<file path="src/rtl/cg_scan_pkg.sv">
package cg_scan_pkg;
  localparam int CH_W    = 4;
  localparam int GAIN_W  = 2;
  localparam int IDX_W   = 4;
  localparam int DEPTH   = 1 << IDX_W;
  localparam int REG_W   = 16;

  localparam logic [1:0] A_ADCTL = 2'd0;
  localparam logic [1:0] A_LIST  = 2'd1;
  localparam logic [1:0] A_DATA  = 2'd2;
  localparam logic [1:0] A_SUP   = 2'd3;

  localparam int B_LOAD_EN  = 15;
  localparam int B_ERR      = 15;
  localparam int B_CLK_EN   = 9;
  localparam int B_BUSY     = 8;
  localparam int B_DONE     = 7;
  localparam int B_DONE_IE  = 6;
  localparam int B_GAIN_LO  = 4;
  localparam int B_CMD_ADI  = 6;
  localparam int B_CMD_PRE  = 4;
  localparam int B_CMD_TRG  = 3;
  localparam int B_CMD_BDI  = 0;

  typedef struct packed {
    logic [GAIN_W-1:0] gain;
    logic [CH_W-1:0]   chan;
  } cg_entry_t;

  function automatic logic [IDX_W-1:0] wrap_next(input logic [IDX_W-1:0] cur,
                                                 input logic [IDX_W-1:0] last);
    return (cur == last) ? '0 : cur + 1'b1;
  endfunction

  function automatic logic [REG_W-1:0] pack_status(input logic err, input logic clk_en,
                                                   input logic busy, input logic done,
                                                   input logic ie, input cg_entry_t cur);
    logic [REG_W-1:0] s;
    s = '0;
    s[B_ERR]     = err;
    s[B_CLK_EN]  = clk_en;
    s[B_BUSY]    = busy;
    s[B_DONE]    = done;
    s[B_DONE_IE] = ie;
    s[B_GAIN_LO +: GAIN_W] = cur.gain;
    s[CH_W-1:0]  = cur.chan;
    return s;
  endfunction
endpackage

</file>
<file path="src/rtl/cg_list_store.sv">
module cg_list_store
  import cg_scan_pkg::*;
(
  input  logic             clk,
  input  logic             rst_n,
  input  logic             clr,
  input  logic             ptr_rst,
  input  logic             wr_en,
  input  cg_entry_t        wr_entry,
  input  logic [IDX_W-1:0] rd_idx,
  output cg_entry_t        rd_entry
);
  logic [IDX_W-1:0] wptr;
  cg_entry_t        ents [DEPTH];

  always_ff @(posedge clk or negedge rst_n) begin
    if (!rst_n)                 wptr <= '0;
    else if (clr || ptr_rst)    wptr <= '0;
    else if (wr_en)             wptr <= wptr + 1'b1;
  end

  for (genvar g = 0; g < DEPTH; g++) begin : g_ent
    always_ff @(posedge clk or negedge rst_n) begin
      if (!rst_n)                                ents[g] <= '0;
      else if (clr)                              ents[g] <= '0;
      else if (wr_en && wptr == IDX_W'(g))       ents[g] <= wr_entry;
    end
  end

  assign rd_entry = ents[rd_idx];
endmodule

</file>
<file path="src/rtl/cg_settle_timer.sv">
module cg_settle_timer #(
  parameter int SETTLE_CYC = 4
) (
  input  logic clk,
  input  logic rst_n,
  input  logic clr,
  input  logic start,
  output logic busy,
  output logic armed
);
  localparam int CNT_W = $clog2(SETTLE_CYC + 1);
  logic [CNT_W-1:0] cnt;

  always_ff @(posedge clk or negedge rst_n) begin
    if (!rst_n) begin
      busy <= 1'b0; armed <= 1'b0; cnt <= '0;
    end else if (clr) begin
      busy <= 1'b0; armed <= 1'b0; cnt <= '0;
    end else if (start) begin
      busy  <= 1'b1;
      armed <= 1'b0;
      cnt   <= CNT_W'(SETTLE_CYC - 1);
    end else if (busy) begin
      if (cnt == '0) begin
        busy  <= 1'b0;
        armed <= 1'b1;
      end else begin
        cnt <= cnt - 1'b1;
      end
    end
  end
endmodule

</file>
<file path="src/rtl/cg_conv_ctrl.sv">
module cg_conv_ctrl
  import cg_scan_pkg::*;
#(
  parameter int RES_W = 16
) (
  input  logic             clk,
  input  logic             rst_n,
  input  logic             clr,
  input  logic             ptr_rst,
  input  logic             trig_req,
  input  logic             armed,
  input  logic             busy,
  input  logic             conv_done,
  input  logic [RES_W-1:0] conv_result,
  input  logic             data_rd,
  input  logic [IDX_W-1:0] last_idx,
  output logic             trig_accept,
  output logic             conv_start,
  output logic             in_flight,
  output logic             done,
  output logic             err,
  output logic [IDX_W-1:0] rptr,
  output logic [RES_W-1:0] result_q
);
  logic complete;

  assign trig_accept = trig_req && armed && !busy && !in_flight && !clr;
  assign complete    = conv_done && in_flight;

  always_ff @(posedge clk or negedge rst_n) begin
    if (!rst_n) begin
      conv_start <= 1'b0; in_flight <= 1'b0; done <= 1'b0;
      err <= 1'b0; rptr <= '0; result_q <= '0;
    end else if (clr) begin
      conv_start <= 1'b0; in_flight <= 1'b0; done <= 1'b0;
      err <= 1'b0; rptr <= '0;
    end else begin
      conv_start <= trig_accept;
      if (trig_accept) begin
        in_flight <= 1'b1;
        if (done) err <= 1'b1;
      end else if (complete) begin
        in_flight <= 1'b0;
      end
      if (complete) begin
        done     <= 1'b1;
        result_q <= conv_result;
      end else if (data_rd) begin
        done <= 1'b0;
      end
      if (ptr_rst)       rptr <= '0;
      else if (complete) rptr <= wrap_next(rptr, last_idx);
    end
  end
endmodule

</file>
<file path="src/rtl/cg_scan_seq.sv">
module cg_scan_seq
  import cg_scan_pkg::*;
#(
  parameter int SETTLE_CYC = 4,
  parameter int RES_W      = 16
) (
  input  logic                 clk,
  input  logic                 rst_n,
  input  logic                 wr_en,
  input  logic [1:0]           wr_addr,
  input  logic [15:0]          wr_data,
  input  logic                 rd_en,
  input  logic [1:0]           rd_addr,
  output logic [15:0]          rd_data,
  input  logic                 pacer_tick,
  output logic                 conv_start,
  input  logic                 conv_done,
  input  logic [RES_W-1:0]     conv_result,
  output logic [CH_W-1:0]      chan_sel,
  output logic [GAIN_W-1:0]    gain_sel,
  output logic                 done_flag,
  output logic                 err_flag
);
  logic wr_sup, wr_list, wr_adctl;
  logic board_init, adc_init, conv_clr, preload_cmd, sw_trig_cmd;
  logic load_en, clk_en, done_ie;
  logic [IDX_W-1:0] last_idx, rptr;
  logic trig_req, trig_accept, mux_busy, armed, in_flight, data_rd;
  logic [RES_W-1:0] result_q;
  cg_entry_t cur_entry, new_entry;
  logic unused_bits;

  assign wr_sup      = wr_en && wr_addr == A_SUP;
  assign wr_list     = wr_en && wr_addr == A_LIST;
  assign wr_adctl    = wr_en && wr_addr == A_ADCTL;
  assign board_init  = wr_sup && wr_data[B_CMD_BDI];
  assign adc_init    = wr_sup && wr_data[B_CMD_ADI];
  assign conv_clr    = board_init || adc_init;
  assign preload_cmd = wr_sup && wr_data[B_CMD_PRE] && !conv_clr;
  assign sw_trig_cmd = wr_sup && wr_data[B_CMD_TRG];
  assign trig_req    = sw_trig_cmd || (clk_en && pacer_tick);
  assign data_rd     = rd_en && rd_addr == A_DATA;
  assign new_entry   = '{gain: wr_data[B_GAIN_LO +: GAIN_W], chan: wr_data[CH_W-1:0]};
  assign unused_bits = ^{wr_data[14:10], wr_data[8:7]};

  always_ff @(posedge clk or negedge rst_n) begin
    if (!rst_n) begin
      load_en <= 1'b0; last_idx <= '0; clk_en <= 1'b0; done_ie <= 1'b0;
    end else if (board_init) begin
      load_en <= 1'b0; last_idx <= '0; clk_en <= 1'b0; done_ie <= 1'b0;
    end else begin
      if (wr_list) begin
        load_en  <= wr_data[B_LOAD_EN];
        last_idx <= wr_data[IDX_W-1:0];
      end
      if (wr_adctl) begin
        clk_en  <= wr_data[B_CLK_EN];
        done_ie <= wr_data[B_DONE_IE];
      end
    end
  end

  cg_list_store u_store (
    .clk(clk), .rst_n(rst_n), .clr(board_init), .ptr_rst(wr_list),
    .wr_en(wr_adctl && load_en), .wr_entry(new_entry),
    .rd_idx(rptr), .rd_entry(cur_entry)
  );

  cg_settle_timer #(.SETTLE_CYC(SETTLE_CYC)) u_settle (
    .clk(clk), .rst_n(rst_n), .clr(conv_clr), .start(preload_cmd),
    .busy(mux_busy), .armed(armed)
  );

  cg_conv_ctrl #(.RES_W(RES_W)) u_ctrl (
    .clk(clk), .rst_n(rst_n), .clr(conv_clr), .ptr_rst(preload_cmd),
    .trig_req(trig_req), .armed(armed), .busy(mux_busy),
    .conv_done(conv_done), .conv_result(conv_result), .data_rd(data_rd),
    .last_idx(last_idx), .trig_accept(trig_accept), .conv_start(conv_start),
    .in_flight(in_flight), .done(done_flag), .err(err_flag),
    .rptr(rptr), .result_q(result_q)
  );

  assign chan_sel = cur_entry.chan;
  assign gain_sel = cur_entry.gain;

  always_comb begin
    unique case (rd_addr)
      A_ADCTL: rd_data = pack_status(err_flag, clk_en, mux_busy, done_flag, done_ie, cur_entry);
      A_LIST:  rd_data = {load_en, {(REG_W-1-IDX_W){1'b0}}, last_idx};
      A_DATA:  rd_data = 16'(result_q);
      default: rd_data = '0;
    endcase
  end
endmodule

</file>
<file path="config.mk">
export PLATFORM = sky130hd
export DESIGN_NAME = cg_scan_seq
export DESIGN_NICKNAME = d
export VERILOG_FILES = /design/src/rtl/cg_scan_pkg.sv /design/src/rtl/cg_list_store.sv /design/src/rtl/cg_settle_timer.sv /design/src/rtl/cg_conv_ctrl.sv /design/src/rtl/cg_scan_seq.sv
export SDC_FILE = /design/constraint.sdc
export NUM_CORES = 1
export LEC_CHECK = 0
export BUFFER_PORTS_ARGS = -buffer_cell sky130_fd_sc_hd__buf_2
export CAP_MARGIN = 10
export CORE_AREA = 2 2 118 120
export DETAILED_ROUTE_END_ITERATION = 16
export DIE_AREA = 0 0 120 122
export GPL_TIMING_DRIVEN = 1
export HOLD_SLACK_MARGIN = 0.1
export PLACE_DENSITY = 0.8
export SKIP_LAST_GASP = 1
export SLEW_MARGIN = 20
export SYNTH_ARGS = -nofsm -noshare
export SYNTH_HDL_FRONTEND = slang
export SYNTH_SLANG_ARGS = --single-unit
export TNS_END_PERCENT = 10
</file>
<file path="constraint.sdc">
create_clock -name clk -period 2.8 [get_ports clk]
set_clock_uncertainty 0.1 [all_clocks]
set_input_delay 0.56 -clock clk [delete_from_list [all_inputs] [get_ports clk]]
set_output_delay 0.56 -clock clk [all_outputs]
set_load 0.05 [all_outputs]
</file>
==> metrics.cfg <==
[power]
switchingPower_w = 0.001859
power_frac_seq = 0.379
internal_power_w = 0.004377
p_leak_nw = 4.496
clkPwrFrac = 0.387
pwr_density_cell_mw_per_mm2 = 757.5
p_sw_frac = 0.2981
power_frac_comb = 0.234
vdd_ir_drop_max_mv = 0.3383

[final_layout]
syn2layout_area_growth_pct = 18.41
layout.nets = 689
diodes = 0
final_cell_area_mm2 = 0.008232
layout.cells.non_filler = 833
drive_gt1_frac = 0.2527

[placement]
dp_hpwl_mm = 10.51
place.gp.congestion = 0.8665
io_buffers = 59
place_area_mm2 = 0.007391
placedCellCount = 795

[critical_path]
path_class = flop to primary output
critPathRequiredTime_ns = 2.14
endpoint_kind = primary output
startpoint_type = flop
startpoint = u_ctrl.rptr[0]
critPathMaxFanout = 6
r2r-start = u_ctrl.rptr[0]
arrival_ns = 2.36

[yosys]
ys_seq_area_frac = 0.4896
yosysWarnings = 0
synthArstFlopShare = 1.000
yosys.cell_types.count = 53
postSynthAreaPerCell_um2 = 11.88
postSynthCellCount = 585
syn_area_mm2 = 0.006952
ys.flop_type = dfrtp_1
syn-num-nets = 634
synth-edff-count = 0
synth-seq-cells = 136

[routing]
drc = 0
num_vias = 4947
routedWlPerCell_um = 20.38
wirelength_mm = 16.98
drtAntennaViolNets = 0
drt_iter0_drc = 525
avgViaCountPerCell = 5.939
firstDrtPassIters = 5

[clocking]
cts_buffer_depth = 2
cts_tree = done
clk_pin_slew_ns = 0.06
cts-root-buf = clkbuf_16
cts_num_sinks = 136
htreeDepth = 4
cts_buffers = 17
clock_latency_ns = 0.42

[status]
outcome = complete, but fails checks
violations = negative setup slack

[grt]
grt_start_max_net_pins = 85
grt_overflow = 0
first_global_vias = 5045
grt_pass1_wl_mm = 27.07
antenna_found_initial = 0
grt_use_total = 0.2429

[min_path]
hold_start = conv_result[12]
hp-class = input port to flop

[die]
die_y_um = 122
die_area_mm2 = 0.01464
fp.dieW_um = 120
io_pins = 67
core_mm2 = 0.01350
fp-row-count = 43
initial_core_util = 0.5148

[timing]
hold_viol = 0
finalSetupViolations = 12
fin_crit_ns = 3.019
relSlewSlack = 0.4165
setup_ws_ns = -0.2195
hold-worst-slack_ns = 0.2586
min_period_over_period = 1.078
slew_violations = 0
max_freq_mhz = 331.2
rsz0062_at_grt = yes
worst_pin_slew_ns = 0.8744

[job]
drv_cap = 0

## cell usage in the layout, fill, tap and decap left out, drive strengths merged, types with 2 or more instances in the layout
cell type,instances
dfrtp,136
nor2,101
mux2i,89
buf,77
mux4,24
clkbuf,22
nand2,20
inv,19
a21oi,18
mux2,17
o21ai,17
a22oi,13
and2,10
a22o,9
nand4b,8
ha,7
a21o,5
a32o,5
clkinv,5
nand4,5
nand3,4
xor2,4
xnor2,4
bufinv,4
nor2b,4
and4bb,3
o31ai,3
and2b,2
and3,2
nor3,2
nor4bb,2
a31oi,2
nor4,2
## worst paths after layout
kind                                       endpoint  slack [ns]  depth (start not counted)
worst max register to register       u_ctrl.rptr[3]        0.72                          7
min in group asynchronous        u_ctrl.result_q[8]        0.43                          2
worst min-delay path            u_ctrl.result_q[12]        0.26                          2
worst min register to register  u_ctrl.result_q[12]        0.38                          1
worst max-delay path                     rd_data[3]       -0.22                          7
max in group asynchronous          u_store.ents[41]        1.55                          3
## layer usage
metal	vias up	global-route usage	routed length, µm
li1	2190	-	-
met2	219	0.3832	8150
met1	2491	0.3119	7111
met4	0	0.1132	554
met5	-	0	0
met3	47	0.06929	1159
## stage by stage
stage               power (W)  TNS, ns    util  worst slack (ns)
detailed placement   0.003639        0  0.5473            0.1016
global route         0.006479   -2.055  0.6096           -0.2499
finish               0.006236   -1.497  0.6096           -0.2195
floorplan            0.003296        0       -           0.03383
global placement     0.003571        0  0.5473            0.1236
CTS                  0.006276   -1.640  0.6105           -0.1976
## registers in the layout (all words and copies together) (netlist names)
register and cells:
u_store.ents 96, u_settle.busy 1, u_store.wptr 4, last_idx 4, u_settle.armed 1, u_ctrl.in_flight 1
clk_en 1, u_ctrl.rptr 4, u_ctrl.conv_start 1, done_ie 1, u_ctrl.err 1, u_ctrl.result_q 16
load_en 1, u_ctrl.done 1, u_settle.cnt 3
## logic make-up (layout without fill, tap and decap cells)
logic type      Yosys count  in the layout  share of synthesized area
compound gates           75             75                    0.07290
simple gates            168            168                     0.1328
xor+xnor                  8              8                    0.01008
flops                   136            136                     0.4896
buf+inv                  61            129                    0.04373
fa+ha+maj                 7              7                    0.01260
mux                     130            130                     0.2383
## worst max-delay path: stages, from the launching register on
cell     delay [ns]
dfrtp_2        0.44
buf_12         0.14
buf_16         0.13
mux4_2         0.56
a22oi_2        0.20
nand2_2        0.09
a21o_1         0.20
buf_6          0.15
## area by class of cell
| type | count | area [µm²] |
|---|---|---|
| well taps | 180 | 225.2 |
| inverters | 19 | 71.32 |
| clock inverters | 10 | 167.7 |
| clock buffers | 22 | 474.2 |
| flip-flops and latches | 136 | 3405 |
| multi-input cells | 388 | 3297 |
| fillers | 990 | 5273 |
| repair buffers | 78 | 591.8 |
## synthesized netlist by cell type, types with 6 or more instances
library cell    n  share of area
nand4b_2        6          0.013
a21oi_1        18          0.013
mux2i_1        89           0.13
ha_1            7          0.013
nand2_1        20          0.011
mux4_1          9          0.034
mux4_2         15          0.049
inv_1          18         0.0097
a22oi_1        12          0.013
clkbuf_1       18         0.0097
mux2_1         16          0.026
nor2_1         99          0.053
buf_2          15          0.011
o21ai_1        15          0.011
a22o_1          9          0.011
and2_1         10         0.0090
dfrtp_1       136           0.49
## power by group through the flow
stage                     logic (W)  registers [W]  clock network (W)
after floorplan            0.000916        0.00238                  0
after global placement      0.00121        0.00236                  0
after detailed placement    0.00126        0.00238                  0
after CTS                   0.00149        0.00236            0.00243
after global routing        0.00157        0.00239            0.00252
final                       0.00146        0.00236            0.00241
## timing repair
item                                   in CTS  in global routing
pin swaps                                  10                  3
buffers inserted                            3                  0
hold buffers                                1                  0
gates resized for setup                    29                  8
endpoints found under the hold margin      11                  0
setup endpoints to repair                  12                 12
cloned                                      3                  0
Power figures use the tool's default switching activity.
